<file path="src/rtl/mcd_pkg.sv">
package mcd_pkg;
  localparam int W = 32;

  typedef enum logic [2:0] {FN_ADD, FN_SUB, FN_AND, FN_OR, FN_SLT} alu_fn_e;

  localparam logic [1:0] OP_ADD   = 2'd0;
  localparam logic [1:0] OP_SUB   = 2'd1;
  localparam logic [1:0] OP_FUNCT = 2'd2;

  localparam logic [1:0] SB_REG  = 2'd0;
  localparam logic [1:0] SB_FOUR = 2'd1;
  localparam logic [1:0] SB_IMM  = 2'd2;
  localparam logic [1:0] SB_IMM4 = 2'd3;

  localparam logic [1:0] PS_ALU = 2'd0;
  localparam logic [1:0] PS_OUT = 2'd1;
  localparam logic [1:0] PS_JMP = 2'd2;

  // operation selection
  function automatic alu_fn_e alu_decode(logic [1:0] op, logic [5:0] fn);
    alu_fn_e r;
    r = FN_ADD;
    if (op == OP_SUB) r = FN_SUB;
    else if (op == OP_FUNCT) begin
      case (fn)
        6'h22:   r = FN_SUB;
        6'h24:   r = FN_AND;
        6'h25:   r = FN_OR;
        6'h2A:   r = FN_SLT;
        default: r = FN_ADD;
      endcase
    end
    return r;
  endfunction

  function automatic logic [W-1:0] sext16(logic [15:0] v);
    return {{(W-16){v[15]}}, v};
  endfunction

  function automatic logic [W-1:0] alu_calc(alu_fn_e f, logic [W-1:0] a, logic [W-1:0] b);
    logic [W-1:0] r;
    case (f)
      FN_SUB:  r = a - b;
      FN_AND:  r = a & b;
      FN_OR:   r = a | b;
      FN_SLT:  r = {{(W-1){1'b0}}, ($signed(a) < $signed(b))};
      default: r = a + b;
    endcase
    return r;
  endfunction

  // region-relative jump
  function automatic logic [W-1:0] jump_target(logic [W-1:0] pc, logic [W-1:0] ir);
    return {pc[W-1:W-4], ir[25:0], 2'b00};
  endfunction
endpackage

</file>
<file path="src/rtl/mcd_regfile.sv">
module mcd_regfile #(
  parameter int NREG = 32,
  parameter int DW   = 32,
  localparam int AW  = $clog2(NREG)
) (
  input  logic          clk,
  input  logic          rst_n,
  input  logic [AW-1:0] ra1,
  input  logic [AW-1:0] ra2,
  input  logic [AW-1:0] wa,
  input  logic          we,
  input  logic [DW-1:0] wd,
  output logic [DW-1:0] rd1,
  output logic [DW-1:0] rd2
);
  logic [DW-1:0] regs [NREG];

  // entry 0 has no storage
  assign regs[0] = '0;

  for (genvar g = 1; g < NREG; g++) begin : g_reg
    always_ff @(posedge clk or negedge rst_n) begin
      if (!rst_n)                            regs[g] <= '0;
      else if (we && wa == AW'(g))           regs[g] <= wd;
    end
  end

  assign rd1 = regs[ra1];
  assign rd2 = regs[ra2];
endmodule

</file>
<file path="src/rtl/mcd_alu.sv">
module mcd_alu
  import mcd_pkg::*;
(
  input  logic [1:0]   alu_op,
  input  logic [5:0]   fn_field,
  input  logic [W-1:0] a,
  input  logic [W-1:0] b,
  output alu_fn_e      fn,
  output logic [W-1:0] res,
  output logic         zero
);
  assign fn   = alu_decode(alu_op, fn_field);
  assign res  = alu_calc(fn, a, b);
  assign zero = (res == '0);
endmodule

</file>
<file path="src/rtl/mc_datapath.sv">
module mc_datapath
  import mcd_pkg::*;
(
  input  logic        clk,
  input  logic        rst_n,
  input  logic        pc_wr,
  input  logic        pc_wr_cond,
  input  logic        addr_sel,
  input  logic        ir_wr,
  input  logic        reg_wr,
  input  logic        reg_dst,
  input  logic        mem_to_reg,
  input  logic        src_a_sel,
  input  logic [1:0]  src_b_sel,
  input  logic [1:0]  alu_op,
  input  logic [1:0]  pc_src,
  input  logic [31:0] mem_rdata,
  output logic [31:0] mem_addr,
  output logic [31:0] mem_wdata,
  output logic [5:0]  opcode,
  output logic [5:0]  funct,
  output logic        zero
);
  localparam int NREG = 32;
  localparam int AW   = $clog2(NREG);

  logic [W-1:0] pc_q, ir_q, mdr_q, a_q, b_q, aluout_q;
  logic [W-1:0] rf_a, rf_b, rf_wd, src_a, src_b, alu_res, pc_next, imm_ext;
  logic [AW-1:0] rf_wa;
  alu_fn_e      alu_fn;
  logic         pc_load;

  assign imm_ext = sext16(ir_q[15:0]);

  // operand selection
  assign src_a = src_a_sel ? a_q : pc_q;
  always_comb begin
    case (src_b_sel)
      SB_REG:  src_b = b_q;
      SB_FOUR: src_b = W'(4);
      SB_IMM:  src_b = imm_ext;
      default: src_b = imm_ext << 2;
    endcase
  end

  mcd_alu u_alu (
    .alu_op  (alu_op),
    .fn_field(ir_q[5:0]),
    .a       (src_a),
    .b       (src_b),
    .fn      (alu_fn),
    .res     (alu_res),
    .zero    (zero)
  );

  // write-back path
  assign rf_wa = reg_dst ? ir_q[15:11] : ir_q[20:16];
  assign rf_wd = mem_to_reg ? mdr_q : aluout_q;

  mcd_regfile #(.NREG(NREG), .DW(W)) u_rf (
    .clk(clk), .rst_n(rst_n),
    .ra1(ir_q[25:21]), .ra2(ir_q[20:16]),
    .wa(rf_wa), .we(reg_wr), .wd(rf_wd),
    .rd1(rf_a), .rd2(rf_b)
  );

  // PC source and load condition
  always_comb begin
    case (pc_src)
      PS_OUT:  pc_next = aluout_q;
      PS_JMP:  pc_next = jump_target(pc_q, ir_q);
      default: pc_next = alu_res;
    endcase
  end
  assign pc_load = pc_wr | (pc_wr_cond & zero);

  always_ff @(posedge clk or negedge rst_n) begin
    if (!rst_n) begin
      pc_q     <= '0;
      ir_q     <= '0;
      mdr_q    <= '0;
      a_q      <= '0;
      b_q      <= '0;
      aluout_q <= '0;
    end else begin
      if (pc_load) pc_q <= pc_next;
      if (ir_wr)   ir_q <= mem_rdata;
      mdr_q    <= mem_rdata;
      a_q      <= rf_a;
      b_q      <= rf_b;
      aluout_q <= alu_res;
    end
  end

  assign mem_addr  = addr_sel ? aluout_q : pc_q;
  assign mem_wdata = b_q;
  assign opcode    = ir_q[31:26];
  assign funct     = ir_q[5:0];

  AST_PC_HOLD: assert property (@(posedge clk) disable iff (!rst_n)
    (!pc_wr && !(pc_wr_cond && zero)) |=> $stable(pc_q));
  AST_IR_HOLD: assert property (@(posedge clk) disable iff (!rst_n)
    !ir_wr |=> $stable(ir_q));
  AST_PC_STEP: assert property (@(posedge clk) disable iff (!rst_n)
    (pc_wr && pc_src == PS_ALU && !src_a_sel && src_b_sel == SB_FOUR && alu_op == OP_ADD)
    |=> pc_q == $past(pc_q) + 32'd4);
  AST_BR_TAKE: assert property (@(posedge clk) disable iff (!rst_n)
    (pc_wr_cond && !pc_wr && zero && pc_src == PS_OUT) |=> pc_q == $past(aluout_q));
  AST_JUMP_TGT: assert property (@(posedge clk) disable iff (!rst_n)
    (pc_wr && pc_src == PS_JMP)
    |=> (pc_q[1:0] == 2'b00 && pc_q[31:28] == $past(pc_q[31:28])));
  AST_SLT_BIT: assert property (@(posedge clk) disable iff (!rst_n)
    alu_fn == FN_SLT |-> alu_res[W-1:1] == '0);
  AST_SUB_ZERO: assert property (@(posedge clk) disable iff (!rst_n)
    (alu_fn == FN_SUB && src_a == src_b) |-> zero);
endmodule

</file>
<file path="config.mk">
export PLATFORM = sky130hd
export DESIGN_NAME = mc_datapath
export DESIGN_NICKNAME = d
export VERILOG_FILES = /design/src/rtl/mcd_pkg.sv /design/src/rtl/mcd_regfile.sv /design/src/rtl/mcd_alu.sv /design/src/rtl/mc_datapath.sv
export SDC_FILE = /design/constraint.sdc
export NUM_CORES = 2
export LEC_CHECK = 0
export BUFFER_PORTS_ARGS = -buffer_cell sky130_fd_sc_hd__buf_2
export CAP_MARGIN = 20
export CORE_MARGIN = 2
export CORE_UTILIZATION = 50
export DETAILED_ROUTE_END_ITERATION = 10
export PLACE_DENSITY_LB_ADDON = 0.05
export SYNTH_ARGS = -nofsm -noshare
export SYNTH_HDL_FRONTEND = slang
export SYNTH_HIERARCHICAL = 1
export SYNTH_SLANG_ARGS = --single-unit
</file>
<file path="constraint.sdc">
create_clock -name clk -period 4.85 [get_ports clk]
set_input_delay 0.7275 -clock clk [delete_from_list [all_inputs] [get_ports clk]]
set_output_delay 0.7275 -clock clk [all_outputs]
set_load 0.005 [all_outputs]
</file>
* Word-level counts from Yosys, hierarchy flattened *
Index checks and enable logic that the tools add are counted.

storage, ports and cells
  bits in registers = 1184
  bits of input ports = 48
  output and inout port bits = 77
  word-level logic and storage cells = 145

operators by class
  add/sub/neg operators = 2
  $lt $le $gt $ge = 3
  eq/ne operators = 45
  multiplexer cells = 16
  bitwise gates (word level) = 7
  reductions and logical operators = 34

operator list
  cell                  number
  $bmux W32 S5          2
  $mux W32              7
  $pmux W32 S4          1
  $pmux W32 S3          1
  $eq A5 B5 Y1 const B  16
  $pmux W32 S2          1
  $eq A5 B4 Y1 const B  8
  $add A32 B32 Y32      1
  $and A32 B32 Y32      1
  $logic_not A32 Y1     1
  $lt A32 B32 Y1        1
  $or A32 B32 Y32       1
  $sub A32 B32 Y32      1
  $logic_and A1 B1 Y1   31
  $eq A6 B6 Y1 const B  4
  $eq A5 B3 Y1 const B  4
  $ge A6 B6 Y1 const B  2
  $not A5 Y6            2
  $pmux W3 S4           1
  $eq A5 B2 Y1 const B  2
  $eq A2 B1 Y1 const B  3
  $eq A2 B2 Y1 const B  3
  $eq A3 B2 Y1 const B  2
  $mux W3               2
  other kinds (9)       9

* Longest topological paths before layout *
  depth after elaboration = 10
  depth in mapped cells = 24
  gate-level depth less buffers = 19

* Cells and area by module *
The synthesis kept the hierarchy.

modules (own cells, without submodules)
  module       times used  cells each  area each (µm²)
  mcd_regfile  1           3639        53226.0
  mc_datapath  1           578         8121.5
  mcd_alu      1           815         5444.0

* Least setup slack after synthesis *
OpenSTA, ideal clock, no wires.

  path kind = in2reg
  from = in src_a_sel
  to = reg pc_q[30]
  library setup time = 128 ps
  arrival time = 5235 ps
  required time = 4722 ps
  slack = -512 ps
  cell stages on the path = 19
  buffers on the path = 2
  cells stage by stage = clkbuf_1 > buf_4 > mux2_2 > inv_1 > ha_1 > or2_1 > a2111oi_4 > o211a_4 > nor2_1 > xnor2_1 > o211ai_1 > nor4_2 > nand4bb_1 > or4_1 > nor4_1 > nor4bb_1 > a21oi_2 > or2_1 > mux2_1

on the way
  cells in the longest elaborated chain, start to end = 7
  elaborated cells on any way between the ends = 12
  those cells by class = add/sub: 2; order compare: 1; mux: 3; bitwise: 4; reduce/logical: 2

ends and longest elaborated chain
  item                                                  RTL line                      source
  start, declared                                       mc_datapath.sv:13             input logic src_a_sel,
  $mux W32 (*)                                          mc_datapath.sv:36             assign src_a = src_a_sel ? a_q : pc_q;
  net src_a[1]                                          mc_datapath.sv:28             logic [W-1:0] rf_a, rf_b, rf_wd, src_a, src_b, alu_res, pc_next, imm_ext;
  $add A32 B32 Y32 or $sub A32 B32 Y32 (tied branches)  mcd_pkg.sv:47, mcd_pkg.sv:43
  $pmux W32 S4 (*)                                      mcd_pkg.sv:42                 case (f)
  net alu_res[9]                                        mc_datapath.sv:28
  $logic_not A32 Y1 (*)                                 mcd_alu.sv:14                 assign zero = (res == '0);
  net zero                                              mc_datapath.sv:22             output logic zero
  $and A1 B1 Y1 (*)                                     mc_datapath.sv:75             assign pc_load = pc_wr | (pc_wr_cond & zero);
  $or A1 B1 Y1 (*)                                      mc_datapath.sv:75
  $reduce_and A2 Y1 (no source line) (*)                -
  end signal, assigned                                  mc_datapath.sv:86             if (pc_load) pc_q <= pc_next;
  end, declared                                         mc_datapath.sv:27             logic [W-1:0] pc_q, ir_q, mdr_q, a_q, b_q, aluout_q;

The timed path passes the listed nets; every way through them passes the cells marked *.
A chain may end at the register's enable or synchronous reset.

* Worst setup path in the final report *
  from = reg ir_q[2]
  to = out zero

on the way
  elaborated cells on any way between the ends = 19
  those cells by class = add/sub: 2; order compare: 1; eq/ne: 8; mux: 5; bitwise: 2; reduce/logical: 1

RTL lines
  item                                      RTL line           source
  start, declared                           mc_datapath.sv:27
  start signal, assigned                    mc_datapath.sv:87  if (ir_wr) ir_q <= mem_rdata;
  $pmux W32 S3 (*)                          mc_datapath.sv:38  case (src_b_sel)
  net src_b[2]                              mc_datapath.sv:28
  $add A32 B32 Y32 (tied with other cells)  mcd_pkg.sv:47      default: r = a + b;
  $pmux W32 S4 (*)                          mcd_pkg.sv:42
  $logic_not A32 Y1 (*)                     mcd_alu.sv:14
  end, declared                             mc_datapath.sv:22

Marks and branches as above.

==> out/metrics.cfg <==
[placed_design]
numPortBuffers = 124
gpl.final_weighted_congestion = 0.948
preCtsSetupSlack_ps = -1040
dp.final_hpwl_mm = 138

[floorplan]
chipHeight_um = 369
start_util_pct = 50.2
io_pins = 125
rows = 134
die-area_mm2 = 0.137
die_w_um = 369
core_area_mm2 = 0.133

[sta]
min_period_ps = 5670
slew_violations = 0
maxSlewHeadroom_pct = 19.9
finalHoldViolCount = 0
rsz0062_at_grt = true
worstMarginPinSlew_ps = 1200
max_freq_ghz = 0.176
whs_ps = 49.6
setup_slack_ps = -825
setup_violations = 33
min_period_over_period_pct = 117
fin_skew_ps = 20.9

[global_route]
grt_pass1_wl_mm = 327
grt_use_total_pct = 32.4
first_global_vias = 47610
grt_max_degree = 124
antenna_found_initial = 9
globalRouteOverflowTotal = 0

[clock_network]
clk_latency_ps = 790
clock_path_buffers = 3
cts_root_buf = clkbuf_16
cts_buffers = 136
clock_sinks = 1184
cts.htree.levels = 4
cts_tree = done
cts.reportedPaths.clkPinSlew_ps = 60

[critical_path]
r2r_slack_ps = -150
critPathCaptureType = output port
crit_path_max_fanout = 4
crit_path_start_kind = register
cp.arrival_ps = 4950
crit_type = register to output port
cp.required_ps = 4120

[drt]
antenna_left = 0
drt-vias-per-instance = 6.47
remaining_drc_errors = 0
vias = 46780
routed_wl_mm = 220
drt_iter0_drc = 4000
drtPass1Iterations = 5
wl_per_cell_um = 30.5

[final_layout]
layout_common_cells = dfrtp_1, mux2_2, buf_4, mux4_2, a22o_1
final_core_util_pct = 58.5
area_growth_syn_to_layout_pct = 16.5
layout.nets = 5490
final_common_cell = dfrtp_1
layout-drive-gt1-share_pct = 47.4

[synthesis]
avgSynthCellArea_um2 = 13.3
syn_inst = 5031
ys_warn_count = 6
synth_nets = 5179
syn_area_mm2 = 0.0668

[pwr]
ir_drop_v = 0.000323
leakagePower_nw = 34.7
p_per_area_mw_per_mm2 = 599

[run_status]
failed_checks = negative setup slack
outcome = finished, violations left

[flow_run]
drv_cap = 0

[hold_path]
min_path_type = input port to register

-- critical path, cell delays in order (launching register included) --
cell and delay (ps):
dfrtp_1 410, mux2_4 270, o22a_1 240, buf_6 140, ha_4 170, a211oi_4 290
o41ai_4 160, o211a_1 280, o221ai_4 260, a22oi_2 120, buf_4 160, a211o_4 350
a41oi_2 160, mux2i_1 130, a211o_1 310, nor4_4 280, nor4bb_4 260, buf_2 160
-- per-stage QoR --
step | power (mW) | TNS [ps] | cell area [µm²] | std cells
after floorplan | 28.6 | -91.2 | 67000 | 5031
after detailed placement | 35.3 | -31280 | 72000 | 6928
after global routing | 49.0 | -9670 | 77800 | 7217
final | 46.6 | -3660 | 77800 | 7227
after CTS | 46.4 | -3440 | 77500 | 7214
after global placement | 35.0 | -30720 | 72000 | 6928
-- area by class of cell --
| class | count | area [µm²] |
|---|---|---|
| clock buffers | 194 | 3870 |
| flip-flops and latches | 1184 | 29700 |
| clock inverters | 51 | 601 |
| well taps | 1768 | 2210 |
| repair buffers | 677 | 5550 |
| fillers | 10783 | 55200 |
| inverters | 106 | 400 |
| diodes | 10 | 25.0 |
| multi-input cells | 3237 | 35500 |
-- final timing paths --
check                                       to  cells past startpoint     startpoint
worst min-delay path                 mdr_q[27]                      1  mem_rdata[27]
worst min register to register        ir_q[27]                      1       ir_q[27]
worst max register to register        pc_q[30]                     21        ir_q[2]
worst max-delay path                      zero                     17        ir_q[2]
min in group asynchronous       u_rf/regs[445]                      2          rst_n
max in group asynchronous              ir_q[5]                      3          rst_n
-- metal layers --
| layer | global-route usage [%] | wire length (µm) | vias up | part of all wire [%] |
|---|---|---|---|---|
| met2 | 50.6 | 102000 | 1704 | 46 |
| li1 | - | - | 19812 | - |
| met5 | 0 | 51 | - | 0.023 |
| met3 | 6.42 | 15500 | 412 | 7.0 |
| met4 | 9.21 | 6670 | 8 | 3.0 |
| met1 | 46.2 | 96200 | 24844 | 44 |
-- repair_timing --
| action | CTS | global route |
|---|---|---|
| hold buffers | 1 | 0 |
| buffers inserted | 52 | 12 |
| pin swaps | 58 | 30 |
| endpoints found under the setup margin | 33 | 34 |
| endpoints found under the hold margin | 47 | 0 |
| gates cloned | 7 | 0 |
| resized for setup | 146 | 51 |
-- registers in the layout, summed over array words and instances, names as in the netlist --
signal / count
mem_wdata: 32
aluout_q: 32
pc_q: 32
u_rf/regs: 992
ir_q: 32
mdr_q: 32
a_q: 32
-- report_power, final --
group,total (mW),leakage [nW],internal (mW),switching [mW]
Clock,10.3,2.20,6.03,4.31
Combinational,18.6,17.4,10.3,8.31
Sequential,17.7,15.1,14.3,3.43
Total,46.6,34.7,30.6,16.0
Power figures use the tool's default switching activity.
